===== config.mk =====
export PLATFORM = sky130hd
export DESIGN_NAME = timedFsm
export DESIGN_NICKNAME = d
export VERILOG_FILES = /design/src/rtl/timedFsmPkg.sv /design/src/rtl/timedFsmTimer.sv /design/src/rtl/timedFsmCtrl.sv /design/src/rtl/timedFsm.sv
export SDC_FILE = /design/constraint.sdc
export NUM_CORES = 1
export LEC_CHECK = 0
export BUFFER_PORTS_ARGS = -buffer_cell sky130_fd_sc_hd__buf_2
export CAP_MARGIN = 20
export CORE_AREA = 2 2 39 41
export DETAILED_ROUTE_END_ITERATION = 12
export DIE_AREA = 0 0 41 43
export PLACE_DENSITY = 0.45
export SLEW_MARGIN = 20
export SYNTH_ARGS = -nofsm -noshare
export SYNTH_HDL_FRONTEND = slang
export SYNTH_SLANG_ARGS = --single-unit

===== constraint.sdc =====
create_clock -name clk -period 2.65 [get_ports clk]
set_input_delay 0.53 -clock clk [delete_from_list [all_inputs] [get_ports clk]]
set_output_delay 0.53 -clock clk [all_outputs]
set_load 0.01 [all_outputs]

===== src/rtl/timedFsmPkg.sv =====
package timedFsmPkg;
  // Sequential coding keeps the present/next comparator narrow.
  typedef enum logic {
    ST_TIMED   = 1'b0,
    ST_UNTIMED = 1'b1
  } fsmState_e;

  // Strobes from control to timer datapath.
  typedef struct packed {
    logic timerClear;
  } ctrlStrobe_t;
endpackage


===== src/rtl/timedFsmTimer.sv =====
module timedFsmTimer
  import timedFsmPkg::*;
#(
  parameter int TMAX  = 8,
  parameter int CNT_W = $clog2(TMAX + 1)
) (
  input  logic             clk,
  input  logic             rst,
  input  ctrlStrobe_t      strobe,
  output logic [CNT_W-1:0] count,
  output logic             timeout
);
  localparam logic [CNT_W-1:0] SAT = CNT_W'(TMAX);
  localparam bit POW2 = ((TMAX & (TMAX - 1)) == 0);

  always_ff @(posedge clk) begin
    if (rst || strobe.timerClear) begin
      count <= '0;
    end else if (count != SAT) begin
      count <= count + 1'b1;
    end
  end

  generate
    if (POW2) begin : gMsbTest
      // count never exceeds SAT, and SAT is the only value with the top bit set
      assign timeout = count[CNT_W-1];
    end else begin : gCompare
      assign timeout = (count >= SAT);
    end
  endgenerate
endmodule


===== src/rtl/timedFsmCtrl.sv =====
module timedFsmCtrl
  import timedFsmPkg::*;
(
  input  logic        clk,
  input  logic        rst,
  input  logic [1:0]  x,
  input  logic        timeout,
  output fsmState_e   presState,
  output ctrlStrobe_t strobe
);
  fsmState_e nextState;

  always_comb begin
    nextState = presState;
    case (presState)
      ST_TIMED: begin
        if (timeout && (x == 2'b00 || x == 2'b11)) nextState = ST_UNTIMED;
      end
      ST_UNTIMED: begin
        if (x == 2'b11) nextState = ST_TIMED;
      end
      default: nextState = ST_TIMED;
    endcase
  end

  always_ff @(posedge clk) begin
    if (rst) presState <= ST_TIMED;
    else     presState <= nextState;
  end

  always_comb begin
    strobe.timerClear = (presState != nextState);
  end
endmodule


===== src/rtl/timedFsm.sv =====
module timedFsm
  import timedFsmPkg::*;
#(
  parameter int TMAX = 8
) (
  input  logic       clk,
  input  logic       rst,
  input  logic [1:0] x,
  output logic       state,
  output logic       timeout
);
  localparam int CNT_W = $clog2(TMAX + 1);

  ctrlStrobe_t      strobe;
  fsmState_e        presState;
  logic [CNT_W-1:0] count;

  timedFsmCtrl uCtrl (
    .clk       (clk),
    .rst       (rst),
    .x         (x),
    .timeout   (timeout),
    .presState (presState),
    .strobe    (strobe)
  );

  timedFsmTimer #(.TMAX(TMAX), .CNT_W(CNT_W)) uTimer (
    .clk     (clk),
    .rst     (rst),
    .strobe  (strobe),
    .count   (count),
    .timeout (timeout)
  );

  assign state = logic'(presState);
endmodule


==> impl_metrics.json, run 1 <==
{
  "outcome": "finished clean",
  "drive_gt1_share_pct": 25.0,
  "dp_hpwl_um": 338,
  "async_flop_share_pct": 0,
  "path_class": "reg2out",
  "post-route-period-util_pct": 51.7,
  "core_um2": 1380,
  "maxCapViolCount": 0,
  "drtPass1Iterations": 1,
  "via_per_inst": 3.90,
  "place.gp.congestion": 0.682,
  "die-width_um": 41,
  "ctsResizeCount": 0,
  "diodes": 0,
  "holdCritPathClass": "in2reg",
  "num_vias": 203,
  "totalWireLength_um": 440,
  "switching_power_uw": 47.3,
  "syn-num-nets": 34,
  "vdd_drop_max_uv": 255,
  "fin_crit_ns": 1.37,
  "cts.path.max_buffers": 2,
  "detail-route-antenna-nets": 0,
  "finClkSkew_ns": 0.0110,
  "path_delay_family": "flip-flops",
  "root_buffer": "clkbuf_4",
  "grt_max_degree": 7,
  "fmax_mhz": 730,
  "netlist_top_cells_count": "dfxtp_1 (5), nor2_1 (5), ha_1 (3), inv_1 (2), nand3b_1 (2)",
  "fp-row-count": 14,
  "p_seq_share_pct": 43.4,
  "cp.arrival_ns": 0.84,
  "fillCellCount": 147,
  "hold_depth": 2,
  "synth-seq-area-share_pct": 39.8,
  "cts.sinks": 5,
  "gr-usage-all-layers_pct": 6.33,
  "synth_area_um2": 251,
  "p_leak_uw": 0.000146,
  "insertion_delay_ns": 0.24,
  "internal_power_uw": 148,
  "synth_area_leader_cell": "dfxtp_1",
  "worstSetupStartpointType": "flip-flop",
  "fin_cells": 52,
  "r2r_cells": 5,
  "setup_viol": 0,
  "switching_share_pct": 24.2,
  "crit_chain": "buf_2",
  "setup-tns-final_ns": 0,
  "drc_errors": 0,
  "synth_cell_types": 15,
  "htree_num_levels": 1,
  "multi_input_area_um2": 144,
  "crit_cells": 1,
  "io_pins": 6,
  "slowest_stage": "dfxtp_1",
  "synth-edff-count": 0,
  "pwr-share-comb_pct": 10.6,
  "postCtsSetupRepairBufs": 0,
  "regArea_um2": 100,
  "yosys_warnings": 0,
  "die_h_um": 43,
  "maxSlewViolCount": 0,
  "relSlewSlack_pct": 86.2,
  "start_util_pct": 18.2,
  "tritoncts": "built",
  "postCtsHoldBufs": 0,
  "drt_iter0_markers": 0,
  "syn-instance-count": 27,
  "pwr-share-clk_pct": 46.0,
  "synthTopCellsByArea": "dfxtp_1 (40%), ha_1 (15%), nor2_1 (7.5%)",
  "required_ns": 2.12,
  "grt_overflow": 0,
  "critPathMaxFanout": 6,
  "antenna_found_initial": 0,
  "critPathMaxStageDelay_ns": 0.42,
  "grt_first_pass_wirelength_um": 710,
  "synth_ff_type": "dfxtp_1",
  "fin_util_pct": 23.3,
  "placed_cells": 48,
  "hold_slack_ns": 0.458,
  "p_per_area_nw_per_um2": 604,
  "io_buffers": 5,
  "grt_pass1_vias": 196,
  "worstMarginPinSlew_ns": 0.207,
  "crit_buf_inv": 1,
  "rsz0062_at_grt": "false",
  "finalNetCount": 44,
  "die-area_um2": 1760,
  "clkTransAtPathRegs_ns": 0.05,
  "syn2layout_area_growth_pct": 28.4,
  "wl_per_cell_um": 8.46,
  "cp-end-kind": "output port",
  "synth_top_area_share_pct": 39.8,
  "syn_avg_cell_area_um2": 9.31,
  "cts_made_buffers": 3,
  "total_power_uw": 195,
  "synth_seq_cells": 5,
  "finalHoldViolations": 0
}
==> layer usage <==
layer	part of all wire (%)	vias up	track usage, %	wire length (µm)
met3	6.8	0	6.28	30
met2	42	6	8.44	183
met5	0	-	0	0
met1	52	89	6.77	227
met4	0	0	2.00	0
li1	-	108	-	-
==> cell families after synthesis <==
family	share of synthesized area, %
fa+ha+maj	14.9
xor+xnor	6.97
buf+inv	2.99
compound gates	9.45
mux	3.98
simple gates	21.9
flops	39.8
==> flip-flops by register name (all words and copies together), names as in the netlist <==
| register | flops |
|---|---|
| uCtrl.presState | 1 |
| uTimer.count | 4 |
==> final cells by class <==
type,count,area share [%]
multi-input cells,20,44.6
repair buffers,5,7.75
well taps,16,6.20
flip-flops and latches,5,31.0
inverters,2,2.33
clock buffers,4,8.14
==> path summary, 6_finish.rpt <==
check / from / slack [ns] / end
worst max-delay path: uTimer.count[3] / 1.28 / timeout
worst min-delay path: rst / 0.46 / uCtrl.presState
worst max register to register: uTimer.count[0] / 1.48 / uTimer.count[1]
worst min register to register: uTimer.count[2] / 0.52 / uTimer.count[2]
==> power groups by stage <==
| stage | combinational (µW) | sequential, µW | clock [µW] |
|---|---|---|---|
| global route | 24.5 | 85.5 | 96.6 |
| finish | 20.7 | 84.6 | 89.8 |
| global placement | 20.7 | 86.1 | 0 |
| CTS | 21.0 | 84.5 | 93.6 |
| detailed placement | 20.7 | 86.1 | 0 |
| floorplan | 15.3 | 85.0 | 0 |
==> placed cells by master, fill, tap and decap left out <==
cell and count:
a21oi_1 1, a21oi_2 1, a221o_1 1, buf_2 5, clkbuf_1 1, clkbuf_4 3
dfxtp_1 5, ha_1 3, inv_1 2, mux2i_1 1, nand2_1 1, nand2b_1 1
nand3_1 1, nand3b_1 2, nor2_1 5, nor2b_1 1, xnor2_1 1, xor2_1 1
==> through the flow <==
stage / worst slack [ns] / area, µm²
final: 1.28 / 323
after global routing: 1.24 / 323
after CTS: 1.27 / 323
after detailed placement: 1.16 / 297
after global placement: 1.14 / 297
after floorplan: 1.32 / 251
Power figures use the tool's default switching activity.
==> run 2: changes to the inputs <==
--- a/config.mk
+++ b/config.mk
@@ -5,12 +5,13 @@
 export SDC_FILE = /design/constraint.sdc
 export NUM_CORES = 1
 export LEC_CHECK = 0
+export ABC_AREA = 1
 export BUFFER_PORTS_ARGS = -buffer_cell sky130_fd_sc_hd__buf_2
 export CAP_MARGIN = 20
 export CORE_AREA = 2 2 39 41
 export DETAILED_ROUTE_END_ITERATION = 12
 export DIE_AREA = 0 0 41 43
-export PLACE_DENSITY = 0.45
+export PLACE_DENSITY = 0.46
 export SLEW_MARGIN = 20
 export SYNTH_ARGS = -nofsm -noshare
 export SYNTH_HDL_FRONTEND = slang
==> constraint.sdc (replaced) <==
create_clock -name clk -period 1.3 [get_ports clk]
set_input_delay 0.26 -clock clk [delete_from_list [all_inputs] [get_ports clk]]
set_output_delay 0.26 -clock clk [all_outputs]
set_load 0.01 [all_outputs]
==> run 2 against run 1 <==
Net effect: register-to-register slack got worse by 1.2 ns; critical endpoint unchanged; largest power group is now sequential cells; clock-buffer cell count did not move; first-iteration DRC count rose by 4.
==> impl_metrics.json, run 2 <==
{
  "outcome": "finished clean",
  "die_h_um": 43,
  "io_buffers": 5,
  "antenna_found_initial": 0,
  "grt_first_pass_wirelength_um": 724,
  "via_per_inst": 4.03,
  "placed_cell_area_um2": 310,
  "placed_cells": 54,
  "critPathMaxStageDelay_ns": 0.44,
  "p_seq_share_pct": 44.4,
  "switching_share_pct": 24.4,
  "drtPass1Iterations": 3,
  "fmax_mhz": 895,
  "ctsResizeCount": 0,
  "synth_seq_cells": 5,
  "place.gp.congestion": 0.752,
  "num_vias": 234,
  "die-area_um2": 1760,
  "fin_cells": 58,
  "largest_reg_flops": 4,
  "rsz0062_at_grt": "false",
  "synth_area_um2": 265,
  "die-width_um": 41,
  "finalNetCount": 50,
  "synth_area_leader_cell": "dfxtp_1",
  "vdd_drop_max_uv": 527,
  "grt_overflow": 0,
  "worstMarginPinSlew_ns": 0.235,
  "crit_buf_inv": 1,
  "postCtsSetupRepairBufs": 0,
  "tritoncts": "built",
  "relSlewSlack_pct": 84.3,
  "p_leak_uw": 0.000152,
  "pwr-share-clk_pct": 44.2,
  "critPathMaxFanout": 7,
  "p_per_area_nw_per_um2": 1180,
  "synth-seq-area-share_pct": 37.7,
  "yosys_warnings": 0,
  "slowest_stage": "dfxtp_1",
  "drt_iter0_markers": 4,
  "htree_num_levels": 1,
  "layout_commonest_cell": "inv_1",
  "maxSlewViolCount": 0,
  "switching_power_uw": 96.6,
  "wl_per_cell_um": 8.02,
  "setup-tns-final_ns": 0,
  "path_delay_family": "flip-flops",
  "insertion_delay_ns": 0.24,
  "fp-row-count": 14,
  "synth_top_area_share_pct": 37.7,
  "grt_pass1_vias": 202,
  "syn_avg_cell_area_um2": 8.04,
  "synth-edff-count": 0,
  "totalWireLength_um": 465,
  "root_buffer": "clkbuf_4",
  "cts_made_buffers": 3,
  "top_register": "uTimer.count",
  "grt_max_degree": 8,
  "synth_cell_types": 12,
  "syn-num-nets": 40,
  "worstSetupStartpointType": "flip-flop",
  "path_class": "reg2out",
  "maxCapViolCount": 0,
  "syn-instance-count": 33,
  "core_um2": 1380,
  "netlist_top_cells_count": "inv_1 (6), dfxtp_1 (5), nand2_1 (5)",
  "yosys.cell_count.top_type": "inv_1",
  "syn2layout_area_growth_pct": 26.9,
  "cp.arrival_ns": 0.86,
  "synthTopCellsByArea": "dfxtp_1 (38%), ha_1 (14%), inv_1 (8.5%)",
  "diodes": 0,
  "holdCritPathClass": "in2reg",
  "pwr-share-comb_pct": 11.4,
  "start_util_pct": 19.2,
  "post-route-period-util_pct": 85.9,
  "layout_common_cells": "inv_1 (6), nand2_1 (5), buf_2 (5), dfxtp_1 (5)",
  "cts.sinks": 5,
  "setup_viol": 0,
  "synth_ff_type": "dfxtp_1",
  "required_ns": 1.04,
  "fin_util_pct": 24.3,
  "drc_errors": 0,
  "internal_power_uw": 300,
  "top_regs": "uTimer.count: 4 flops, uCtrl.presState: 1 flops",
  "drive_gt1_share_pct": 23.8,
  "fin_area_um2": 337,
  "postCtsHoldBufs": 0,
  "finClkSkew_ns": 0.00437,
  "async_flop_share_pct": 0,
  "detail-route-antenna-nets": 0,
  "finalHoldViolations": 0,
  "cts.path.max_buffers": 2,
  "fin_crit_ns": 1.12,
  "dp_hpwl_um": 390,
  "io_pins": 6,
  "gr-usage-all-layers_pct": 6.43,
  "crit_chain": "buf_2",
  "clkTransAtPathRegs_ns": 0.04,
  "cp-end-kind": "output port"
}
-- run 2: changes by cell type after synthesis, sizes merged --
cell,previous run,this run
inv,2,6
nand2,1,5
nand4,0,3
nor2,5,2
a21oi,2,4
nand3,1,3
nand3b,2,0
a221o,1,0
mux2i,1,0
nand2b,1,0
nor2b,1,0
o21a,0,1
xnor2,1,0
-- run 2: worst paths after layout --
kind | start | end | slack, ns | depth (start not counted)
worst min-delay path | rst | uCtrl.presState | 0.27 | 3
worst max register to register | uTimer.count[0] | uTimer.count[0] | 0.26 | 5
worst min register to register | uTimer.count[2] | uTimer.count[3] | 0.53 | 2
worst max-delay path | uTimer.count[3] | timeout | 0.18 | 1
-- run 2: routing by layer --
metal / track usage, % / wire [µm] / vias up
li1: - / - / 126
met1: 6.75 / 214 / 100
met2: 8.75 / 216 / 8
met3: 6.28 / 34 / 0
met4: 2.00 / 0 / 0
met5: 0 / 0 / -
-- run 2: power by group through the flow --
stage	sequential, µW	combinational [µW]	clock, µW
final	176	45.3	175
after global routing	176	53.5	201
after CTS	176	47.0	184
after detailed placement	178	46.9	0
after global placement	179	45.5	0
after floorplan	176	34.5	0
-- run 2: logic make-up (layout without fill, tap and decap cells) --
kind of cell	Yosys count	in the layout	share of synthesized area [%]
flops	5	5	37.7
compound gates	5	5	11.8
buf+inv	6	15	8.49
fa+ha+maj	3	3	14.2
simple gates	13	13	24.5
xor+xnor	1	1	3.30
-- run 2: final cells by class --
| class | instances | area (µm²) |
|---|---|---|
| Fill cell | 153 | 1050 |
| Multi-Input combinational cell | 22 | 143 |
| Sequential cell | 5 | 100 |
| Clock buffer | 4 | 26.3 |
| Timing Repair Buffer | 5 | 25.0 |
| Inverter | 6 | 22.5 |
| Tap cell | 16 | 20.0 |
-- run 2: metrics by stage --
step / power (µW) / setup WS [ns] / hold WS, ns
after floorplan: 210 / 0.359 / 0.412
after global placement: 225 / 0.212 / 0.519
after detailed placement: 225 / 0.218 / 0.521
after CTS: 406 / 0.171 / 0.267
after global routing: 431 / 0.123 / 0.271
final: 396 / 0.183 / 0.270
==> run 3: changes to the inputs <==
--- a/config.mk
+++ b/config.mk
@@ -8,10 +8,12 @@
 export ABC_AREA = 1
 export BUFFER_PORTS_ARGS = -buffer_cell sky130_fd_sc_hd__buf_2
 export CAP_MARGIN = 20
+export CELL_PAD_IN_SITES_DETAIL_PLACEMENT = 2
+export CELL_PAD_IN_SITES_GLOBAL_PLACEMENT = 2
 export CORE_AREA = 2 2 39 41
 export DETAILED_ROUTE_END_ITERATION = 12
 export DIE_AREA = 0 0 41 43
-export PLACE_DENSITY = 0.46
+export PLACE_DENSITY = 0.64
 export SLEW_MARGIN = 20
 export SYNTH_ARGS = -nofsm -noshare
 export SYNTH_HDL_FRONTEND = slang
==> run 3 against run 2 <==
Net effect: critical path depth unchanged; via count up 9.4%; worst setup slack worse by 0.030 ns; die area unchanged; sequential power about the same; global-route usage increased by 4.4 points; clock-buffer cell count unchanged; sequential share of layout area stayed put; critical path type unchanged; critical endpoint unchanged; largest cell class unchanged.
==> impl_metrics.json, run 3 (synthesis gave the netlist of run 2 again) <==
{
  "finClkSkew_ns": 0.00410,
  "num_vias": 256,
  "die_h_um": 43,
  "p_per_area_nw_per_um2": 1240,
  "drc_errors": 0,
  "critPathMaxFanout": 7,
  "start_util_pct": 19.2,
  "root_buffer": "clkbuf_4",
  "postCtsSetupRepairBufs": 0,
  "ctsResizeCount": 0,
  "antenna_found_initial": 0,
  "required_ns": 1.04,
  "fmax_mhz": 872,
  "place.gp.congestion": 0.682,
  "finalNetCount": 50,
  "crit_buf_inv": 1,
  "cts_made_buffers": 3,
  "layout_commonest_cell": "inv_1",
  "gr-usage-all-layers_pct": 10.9,
  "drt_iter0_markers": 1,
  "largest_reg_flops": 4,
  "io_pins": 6,
  "rsz0062_at_grt": "false",
  "slowest_stage": "dfxtp_1",
  "fp-row-count": 14,
  "fillCellCount": 172,
  "detail-route-antenna-nets": 0,
  "syn2layout_area_growth_pct": 26.9,
  "setup-tns-final_ns": 0,
  "diodes": 0,
  "htree_num_levels": 1,
  "crit_chain": "buf_2",
  "post-route-period-util_pct": 88.2,
  "regArea_um2": 100,
  "drive_gt1_share_pct": 23.8,
  "cp.arrival_ns": 0.89,
  "dp_hpwl_um": 580,
  "relSlewSlack_pct": 82.8,
  "insertion_delay_ns": 0.25,
  "cp-end-kind": "output port",
  "worstSetupStartpointType": "flip-flop",
  "worstMarginPinSlew_ns": 0.257,
  "grt_overflow": 0,
  "fin_crit_ns": 1.15,
  "maxSlewViolCount": 0,
  "p_leak_uw": 0.000152,
  "path_class": "reg2out",
  "drtPass1Iterations": 2,
  "top_regs": "uTimer.count: 4 flops, uCtrl.presState: 1 flops",
  "hold_slack_ns": 0.264,
  "wl_per_cell_um": 12.1,
  "die-area_um2": 1760,
  "postCtsHoldBufs": 0,
  "grt_first_pass_wirelength_mm": 1.15,
  "critPathMaxStageDelay_ns": 0.46,
  "holdCritPathClass": "in2reg",
  "finalHoldViolations": 0,
  "vdd_drop_max_uv": 369,
  "reg2reg_slack_ns": 0.21,
  "setup_viol": 0,
  "multi_input_area_um2": 143,
  "tritoncts": "built",
  "core_um2": 1380,
  "layout_common_cells": "inv_1 (6), nand2_1 (5), buf_2 (5), dfxtp_1 (5)",
  "outcome": "finished clean",
  "path_delay_family": "flip-flops",
  "io_buffers": 5,
  "die-width_um": 41,
  "top_register": "uTimer.count",
  "maxCapViolCount": 0,
  "via_per_inst": 4.41,
  "totalWireLength_um": 704,
  "grt_pass1_vias": 262,
  "clkTransAtPathRegs_ns": 0.05,
  "cts.path.max_buffers": 2,
  "cts.sinks": 5,
  "grt_max_degree": 8
}
run 3: cell counts in the layout (fill, tap and decap cells not counted):
Identical to the previous run, type by type.
run 3: final timing paths:
check | startpoint | end | depth (start not counted)
hold reg to reg | uCtrl.presState | uCtrl.presState | 1
hold / removal | rst | uCtrl.presState | 3
setup / recovery | uTimer.count[3] | timeout | 1
setup reg to reg | uTimer.count[0] | uTimer.count[1] | 5
run 3: where the power goes:
| part | leakage [µW] | switching (µW) | internal, µW |
|---|---|---|---|
| logic | 0.0000965 | 27.9 | 20.7 |
| registers | 0.0000409 | 13.2 | 163 |
| clock network | 0.0000150 | 74.4 | 117 |
| total | 0.000152 | 115 | 301 |
run 3: metrics by stage:
stage          power [µW]  util, %  setup slack, ns  instance area (µm²)  instances
2_1_floorplan         210        -            0.359                  265         33
3_3_place_gp          221     22.4            0.205                  310         54
3_5_place_dp          229     22.4            0.136                  310         54
4_1_cts               429     24.3            0.132                  337         58
5_1_grt               443     24.3            0.100                  337         58
6_report              416     24.3            0.153                  337         58
run 3: final cells by class:
cell class | count | area share [%]
timing repair buffer | 5 | 7.43
clock buffer | 4 | 7.81
tap | 16 | 5.95
multi-input combinational | 22 | 42.4
inverter | 6 | 6.69
sequential | 5 | 29.7
run 3: routing by layer:
metal  vias to the layer above  wire [µm]  GRT usage, %
met3                         4         34          3.14
met4                         0         31          12.0
met5                         -          0             0
met2                         8        354          16.3
met1                       117        283          10.3
li1                        127          -             -
